$ cat src/rtl/crc16_pkg.sv
package crc16_pkg;

    localparam int CRC_W  = 16;
    localparam int BYTE_W = 8;
    localparam int NIB_W  = BYTE_W / 2;
    localparam int HI_LSB = CRC_W - BYTE_W;
    localparam logic [CRC_W-1:0] CRC_POLY  = 16'h1021;
    localparam logic [CRC_W-1:0] CRC_RESET = 16'hFFFF;

    typedef logic [CRC_W-1:0]  crc_t;
    typedef logic [BYTE_W-1:0] byte_t;

    typedef enum logic [1:0] {
        OP_HOLD = 2'd0,
        OP_LOAD = 2'd1,
        OP_BYTE = 2'd2
    } crc_op_e;

    typedef struct packed {
        crc_op_e op;
        crc_t    seed;
        byte_t   data;
    } crc_req_t;

    // Folds one byte into the register using the three-term network.
    function automatic crc_t crc_fold(input crc_t cur, input byte_t d);
        byte_t t;
        crc_t  hi_shift;
        crc_t  t12;
        crc_t  t5;
        crc_t  t0;
        t        = cur[CRC_W-1:HI_LSB] ^ d;
        t        = t ^ {{NIB_W{1'b0}}, t[BYTE_W-1:NIB_W]};
        hi_shift = {cur[HI_LSB-1:0], {BYTE_W{1'b0}}};
        t12      = {t[NIB_W-1:0], {(CRC_W-NIB_W){1'b0}}};
        t5       = {3'b000, t, 5'b00000};
        t0       = {{HI_LSB{1'b0}}, t};
        return hi_shift ^ t12 ^ t5 ^ t0;
    endfunction

endpackage

$ cat src/rtl/crc16_op_decode.sv
module crc16_op_decode
    import crc16_pkg::*;
(
    input  logic     load,
    input  crc_t     init_value,
    input  logic     byte_valid,
    input  byte_t    data_in,
    output crc_req_t req
);
    always_comb begin
        req.seed = init_value;
        req.data = data_in;
        if (load)
            req.op = OP_LOAD;
        else if (byte_valid)
            req.op = OP_BYTE;
        else
            req.op = OP_HOLD;
    end
endmodule

$ cat src/rtl/crc16_byte_net.sv
module crc16_byte_net
    import crc16_pkg::*;
(
    input  crc_t  cur,
    input  byte_t data,
    output crc_t  nxt
);
    always_comb nxt = crc_fold(cur, data);
endmodule

$ cat src/rtl/crc16_state_reg.sv
module crc16_state_reg
    import crc16_pkg::*;
#(
    parameter crc_t RESET_VALUE = CRC_RESET
) (
    input  logic     clk,
    input  logic     rst,
    input  crc_req_t req,
    input  crc_t     folded,
    output crc_t     state
);
    always_ff @(posedge clk) begin
        if (rst) begin
            state <= RESET_VALUE;
        end else begin
            unique case (req.op)
                OP_LOAD: state <= req.seed;
                OP_BYTE: state <= folded;
                default: state <= state;
            endcase
        end
    end
endmodule

$ cat src/rtl/crc16_engine.sv
module crc16_engine
    import crc16_pkg::*;
#(
    parameter logic [15:0] RESET_VALUE = 16'hFFFF
) (
    input  logic        clk,
    input  logic        rst,
    input  logic        load,
    input  logic [15:0] init_value,
    input  logic        byte_valid,
    input  logic [7:0]  data_in,
    output logic [15:0] crc_out
);
    crc_req_t req;
    crc_t     state;
    crc_t     folded;

    crc16_op_decode u_dec (
        .load       (load),
        .init_value (init_value),
        .byte_valid (byte_valid),
        .data_in    (data_in),
        .req        (req)
    );

    crc16_byte_net u_net (
        .cur  (state),
        .data (req.data),
        .nxt  (folded)
    );

    crc16_state_reg #(.RESET_VALUE(RESET_VALUE)) u_reg (
        .clk    (clk),
        .rst    (rst),
        .req    (req),
        .folded (folded),
        .state  (state)
    );

    assign crc_out = state;
endmodule

$ cat config.mk
export PLATFORM = sky130hd
export DESIGN_NAME = crc16_engine
export DESIGN_NICKNAME = d
export VERILOG_FILES = /design/src/rtl/crc16_pkg.sv /design/src/rtl/crc16_op_decode.sv /design/src/rtl/crc16_byte_net.sv /design/src/rtl/crc16_state_reg.sv /design/src/rtl/crc16_engine.sv
export SDC_FILE = /design/constraint.sdc
export NUM_CORES = 1
export LEC_CHECK = 0
export BUFFER_PORTS_ARGS = -buffer_cell sky130_fd_sc_hd__buf_2
export CAP_MARGIN = 20
export CORE_AREA = 2 2 72 74
export DETAILED_ROUTE_END_ITERATION = 8
export DIE_AREA = 0 0 74 76
export PLACE_DENSITY_LB_ADDON = 0.2
export REMOVE_ABC_BUFFERS = 1
export SLEW_MARGIN = 20
export SYNTH_ARGS = -nofsm -noshare
export SYNTH_HDL_FRONTEND = slang
export SYNTH_HIERARCHICAL = 1
export SYNTH_SLANG_ARGS = --single-unit
$ cat constraint.sdc
create_clock -name clk -period 2.4 [get_ports clk]
set_clock_uncertainty 0.1 [all_clocks]
set_input_delay 0.48 -clock clk [delete_from_list [all_inputs] [get_ports clk]]
set_output_delay 0.48 -clock clk [all_outputs]
set_load 0.05 [all_outputs]
# Word level (Yosys, flattened, before mapping)
# Cells that the tools add are included.
[classes]
n_bitwise = 5
muxes = 3
n_eq_ne = 2
n_reduce_logical = 1
[op_table]
columns = ["op", "n"]
rows = [
  ["16-bit one-hot mux with 2 select lines", 1],
  ["16-bit by 13-bit bitwise XOR with 16-bit output", 1],
  ["16-bit bitwise XOR", 1],
  ["16-bit by 8-bit bitwise XOR with 16-bit output", 1],
  ["8-bit by 4-bit bitwise XOR with 8-bit output", 1],
  ["8-bit bitwise XOR", 1],
  ["2-bit 2-to-1 mux", 2],
  ["2-bit by 1-bit == test with 1-bit output (second input constant)", 1],
  ["2-bit == test (second input constant)", 1],
  ["2-bit nonzero test", 1],
]
[totals]
input_bits = 28
regBits = 16
out_inout_bits = 16

# Logic depth before layout (Yosys ltp)
[depth]
ltp_word = 6
ltp_mapped = 7

# Hierarchy
# The synthesis kept the hierarchy.
[by_module_without_submodules]
columns = ["mod", "cells_each", "area_each_um2", "seq_area_each_um2", "n_inst"]
rows = [
  ["crc16_state_reg", 73, 803.3, 320.3, 1],
  ["crc16_byte_net", 24, 382.9, 0.0, 1],
  ["crc16_op_decode", 26, 201.4, 0.0, 1],
]

# Least setup slack after synthesis
# OpenSTA, ideal clock, no wires.
[synth_timing]
path_type = "flip-flop to flip-flop"
start = "register u_reg.state[12]"
end = "register u_reg.state[5]"
stages_incl_launch_ff = 5
setup_slack_ns = 0.607
setup_ns = 0.122
arrival_ns = 1.571
n_path_buf = 0
cell_sequence = "dfxtp_1 xor2_2 xor3_1 mux2i_1 a21oi_1"
[synth_via]
elab_chain_len = 5
[synth_rtl]
columns = ["item", "line_no", "text"]
rows = [
  ["start: declaration", "crc16_state_reg.sv:10", "output crc_t state"],
  ["start signal: assignment", "crc16_state_reg.sv:17", "OP_LOAD: state <= req.seed;"],
  ["start signal: assignment", "crc16_state_reg.sv:18", "OP_BYTE: state <= folded;"],
  ["start signal: assignment", "crc16_state_reg.sv:19", "default: state <= state;"],
  ["8-bit bitwise XOR", "crc16_pkg.sv:32", "t = cur[CRC_W-1:HI_LSB] ^ d;"],
  ["8-bit by 4-bit bitwise XOR with 8-bit output", "crc16_pkg.sv:33", "t = t ^ {{NIB_W{1'b0}}, t[BYTE_W-1:NIB_W]};"],
  ["16-bit by 13-bit bitwise XOR with 16-bit output", "crc16_pkg.sv:38", "return hi_shift ^ t12 ^ t5 ^ t0;"],
  ["16-bit by 8-bit bitwise XOR with 16-bit output", "crc16_pkg.sv:38", ""],
  ["named net folded[5]", "crc16_engine.sv:16", "crc_t folded;"],
  ["16-bit one-hot mux with 2 select lines", "crc16_state_reg.sv:16", "unique case (req.op)"],
]
# The timed path passes the listed nets, and every way through them passes these cells.
# A chain may end at the register's enable or synchronous reset.

==> impl_metrics.csv <==
group,metric,value,unit
outcome,outcome,"finished clean",
logic_synthesis,synth_edf_count,0,
setup_path,cp_top_family,"simple AND/OR/NAND/NOR gates",
sta,relSlewSlack,0.684,
logic_synthesis,ys_seq_elements,16,
grt,grt_pass1_wl,4.17,mm
finish,fin_cells,210,
sta,final-setup-viol-count,0,
sta,fin_setup_tns,0,ps
finish,regMostFlops,"u_reg/state",
finish,top_regs,"u_reg/state: 16 flops",
clocking,hold_buffers,0,
logic_synthesis,syn_area,1390,µm²
hold_path,holdCritStartpoint,"init_value[10]",
sta,rsz0062_at_grt,"false",
clocking,cts_setup_buffers,0,
setup_path,required,2420,ps
finish,final_util,0.303,
detailed_routing,routedWlPerCell,12.8,µm
finish,num-nets-final,171,
clocking,htreeDepth,1,
clocking,clk_pin_slew,60,ps
setup_path,cp_slowest_stage_delay,470,ps
grt,grt_max_degree,18,
setup_path,cp_slowest_cell,"ha_1",
die,die-area,5620,µm²
logic_synthesis,synth_top_area_cell,"dfxtp_1",
sta,worst_pin_slew,475,ps
placement,placed_cell_area,1450,µm²
setup_path,start_kind,"input pin",
setup_path,endpoint_kind,"register",
detailed_routing,ant_nets,0,
sta,timing.final.crit_share,0.706,
sta,finalHoldViolCount,0,
setup_path,worst_r2r_path_depth,4,
grt,grt_usage,0.0960,
setup_path,critPathKind,"in -> reg",
clocking,cts_sinks,16,
flow_run,maxCapViolCount,0,
detailed_routing,via_per_inst,4.16,
finish,area_growth,7.30,%
detailed_routing,vias,874,
sta,hold_slack,415,ps
hold_path,hold_path_class,"in -> reg",
grt,grt_antenna_before_repair,0,
placement,dp_cells,207,
clocking,insertion_delay,240,ps
placement,gp_congestion,0.686,
finish,antenna_cells,0,
die,num_io_pins,44,
sta,drv_slew,0,
detailed_routing,drc,0,
setup_path,reg2reg_to,"u_reg/state[5]$_SDFFE_PP1P_",
logic_synthesis,syn_inst,123,
logic_synthesis,ys.warnings.count,6,
detailed_routing,drt-pass1-iter-count,4,
finish,largest_reg_flops,16,
die,start_util,0.282,
logic_synthesis,yosys_most_used_dff,"dfxtp_1",
sta,layout_min_cycle_time,1690,ps
clocking,cts_tree,"done",
die,fp.dieH,76,µm
logic_synthesis,yosys-top-cells-count,"25 x buf_4, 16 x a21oi_1, 16 x dfxtp_1, 16 x mux2i_1, 11 x nor3b_1",
sta,fmax,0.590,GHz
die,core,4910,µm²
hold_path,hold_depth,3,
grt,grt_pass1_vias,900,
logic_synthesis,netlist.area_leader.share,0.231,
grt,grt_overflow,0,
logic_synthesis,synth_most_common_cell,"buf_4",
placement,hpwl,2.09,mm
pwr,power.leakage,0.627,nW
setup_path,worst-r2r-setup-slack,770,ps
setup_path,crit_chain,"buf_2, nor2b_4, ha_1, nor2_4, a21oi_1",
clocking,clockBufferDepth,2,
finish,drive_above_1_share,0.421,
logic_synthesis,seq_area_frac_synth,0.231,
logic_synthesis,yosysUniqueCellTypes,20,
finish,final_cell_area,1490,µm²
clocking,root_buffer,"clkbuf_8",
setup_path,cp_num_buf_inv,1,
hold_path,min_to,"u_reg/state[10]$_SDFFE_PP1P_",
pwr,p_per_area,629,nW/µm²
detailed_routing,drt_wl_total,2.69,mm
logic_synthesis,async_flop_share,0,
detailed_routing,drtIter0Drc,36,
die,fp-row-count,26,
placement,port_buffers,43,
clocking,cts_resized,0,
logic_synthesis,synthTopCellsByArea,"dfxtp_1 23%, buf_4 14%, mux2i_1 12%",
setup_path,worstPathArrival,1710,ps
die,die_w,74,µm
setup_path,cp-startpoint,"byte_valid",
clocking,cts_buffers,3,
setup_path,cp_max_fo,17,
logic_synthesis,syn_area_per_cell,11.3,µm²
setup_path,r2r-start,"u_reg/state[12]$_SDFFE_PP1P_",
pwr,irDropWorstVdd,0.150,mV
==> routing by layer <==
metal | GRT usage | share of wire | vias up
met5 | 0 | 0 | -
met4 | 0.0436 | 0.010 | 0
met3 | 0.0212 | 0.064 | 2
met2 | 0.170 | 0.51 | 23
met1 | 0.106 | 0.41 | 417
li1 | - | - | 432
==> metrics by stage <==
stage	worst slack, ps	total power [W]
after global placement	465	0.000743
after floorplan	594	0.000649
after detailed placement	450	0.000746
final	706	0.000936
after global routing	605	0.000988
after CTS	713	0.000954
==> logic make-up after synthesis <==
| logic type | count (synthesis) | synth area share |
|---|---|---|
| and+or+nand+nor | 18 | 0.123 |
| adders and majority gates | 1 | 0.00902 |
| DFF | 16 | 0.231 |
| buffers and inverters | 32 | 0.188 |
| xor gates and xnor gates | 24 | 0.276 |
| muxes | 16 | 0.115 |
| AOI/OAI and AO/OA | 16 | 0.0577 |
==> worst register-to-register path, stage by stage (launching register included) <==
cell and delay (ps):
dfxtp_1 390, xor2_2 320, xor3_1 470, mux2i_1 140, a21oi_1 80
==> worst max path at each step <==
stage | cells after the start | to
after global routing | 5 | u_reg/state[8]$_SDFFE_PP1P_
after global placement | 5 | u_reg/state[8]$_SDFFE_PP1P_
after detailed placement | 5 | u_reg/state[15]$_SDFFE_PP1P_
after CTS | 5 | u_reg/state[15]$_SDFFE_PP1P_
after floorplan | 4 | u_reg/state[5]$_SDFFE_PP1P_
final | 5 | u_reg/state[7]$_SDFFE_PP1P_
==> layout by cell type (no fill, tap or decap), types with 4 or more instances in the layout <==
cell type / n
xor2_1: 4
nor3b_2: 5
a21oi_1: 16
dfxtp_1: 16
buf_2: 43
nor3b_1: 11
xnor2_1: 7
mux2i_1: 16
xor3_1: 6
==> layout make-up <==
class / instances / area, µm²
fillers: 522 / 3420
inverters: 1 / 3.75
well taps: 70 / 87.6
multi-input cells: 75 / 806
repair buffers: 45 / 230
flip-flops and latches: 16 / 320
clock buffers: 3 / 41.3
==> where the power goes <==
group / total, W / switching (W) / internal [W]
logic: 0.000412 / 0.000212 / 0.000200
clock network: 0.000202 / 0.0000910 / 0.000111
registers: 0.000322 / 0.0000294 / 0.000293
(Power assumes the default switching activity.)
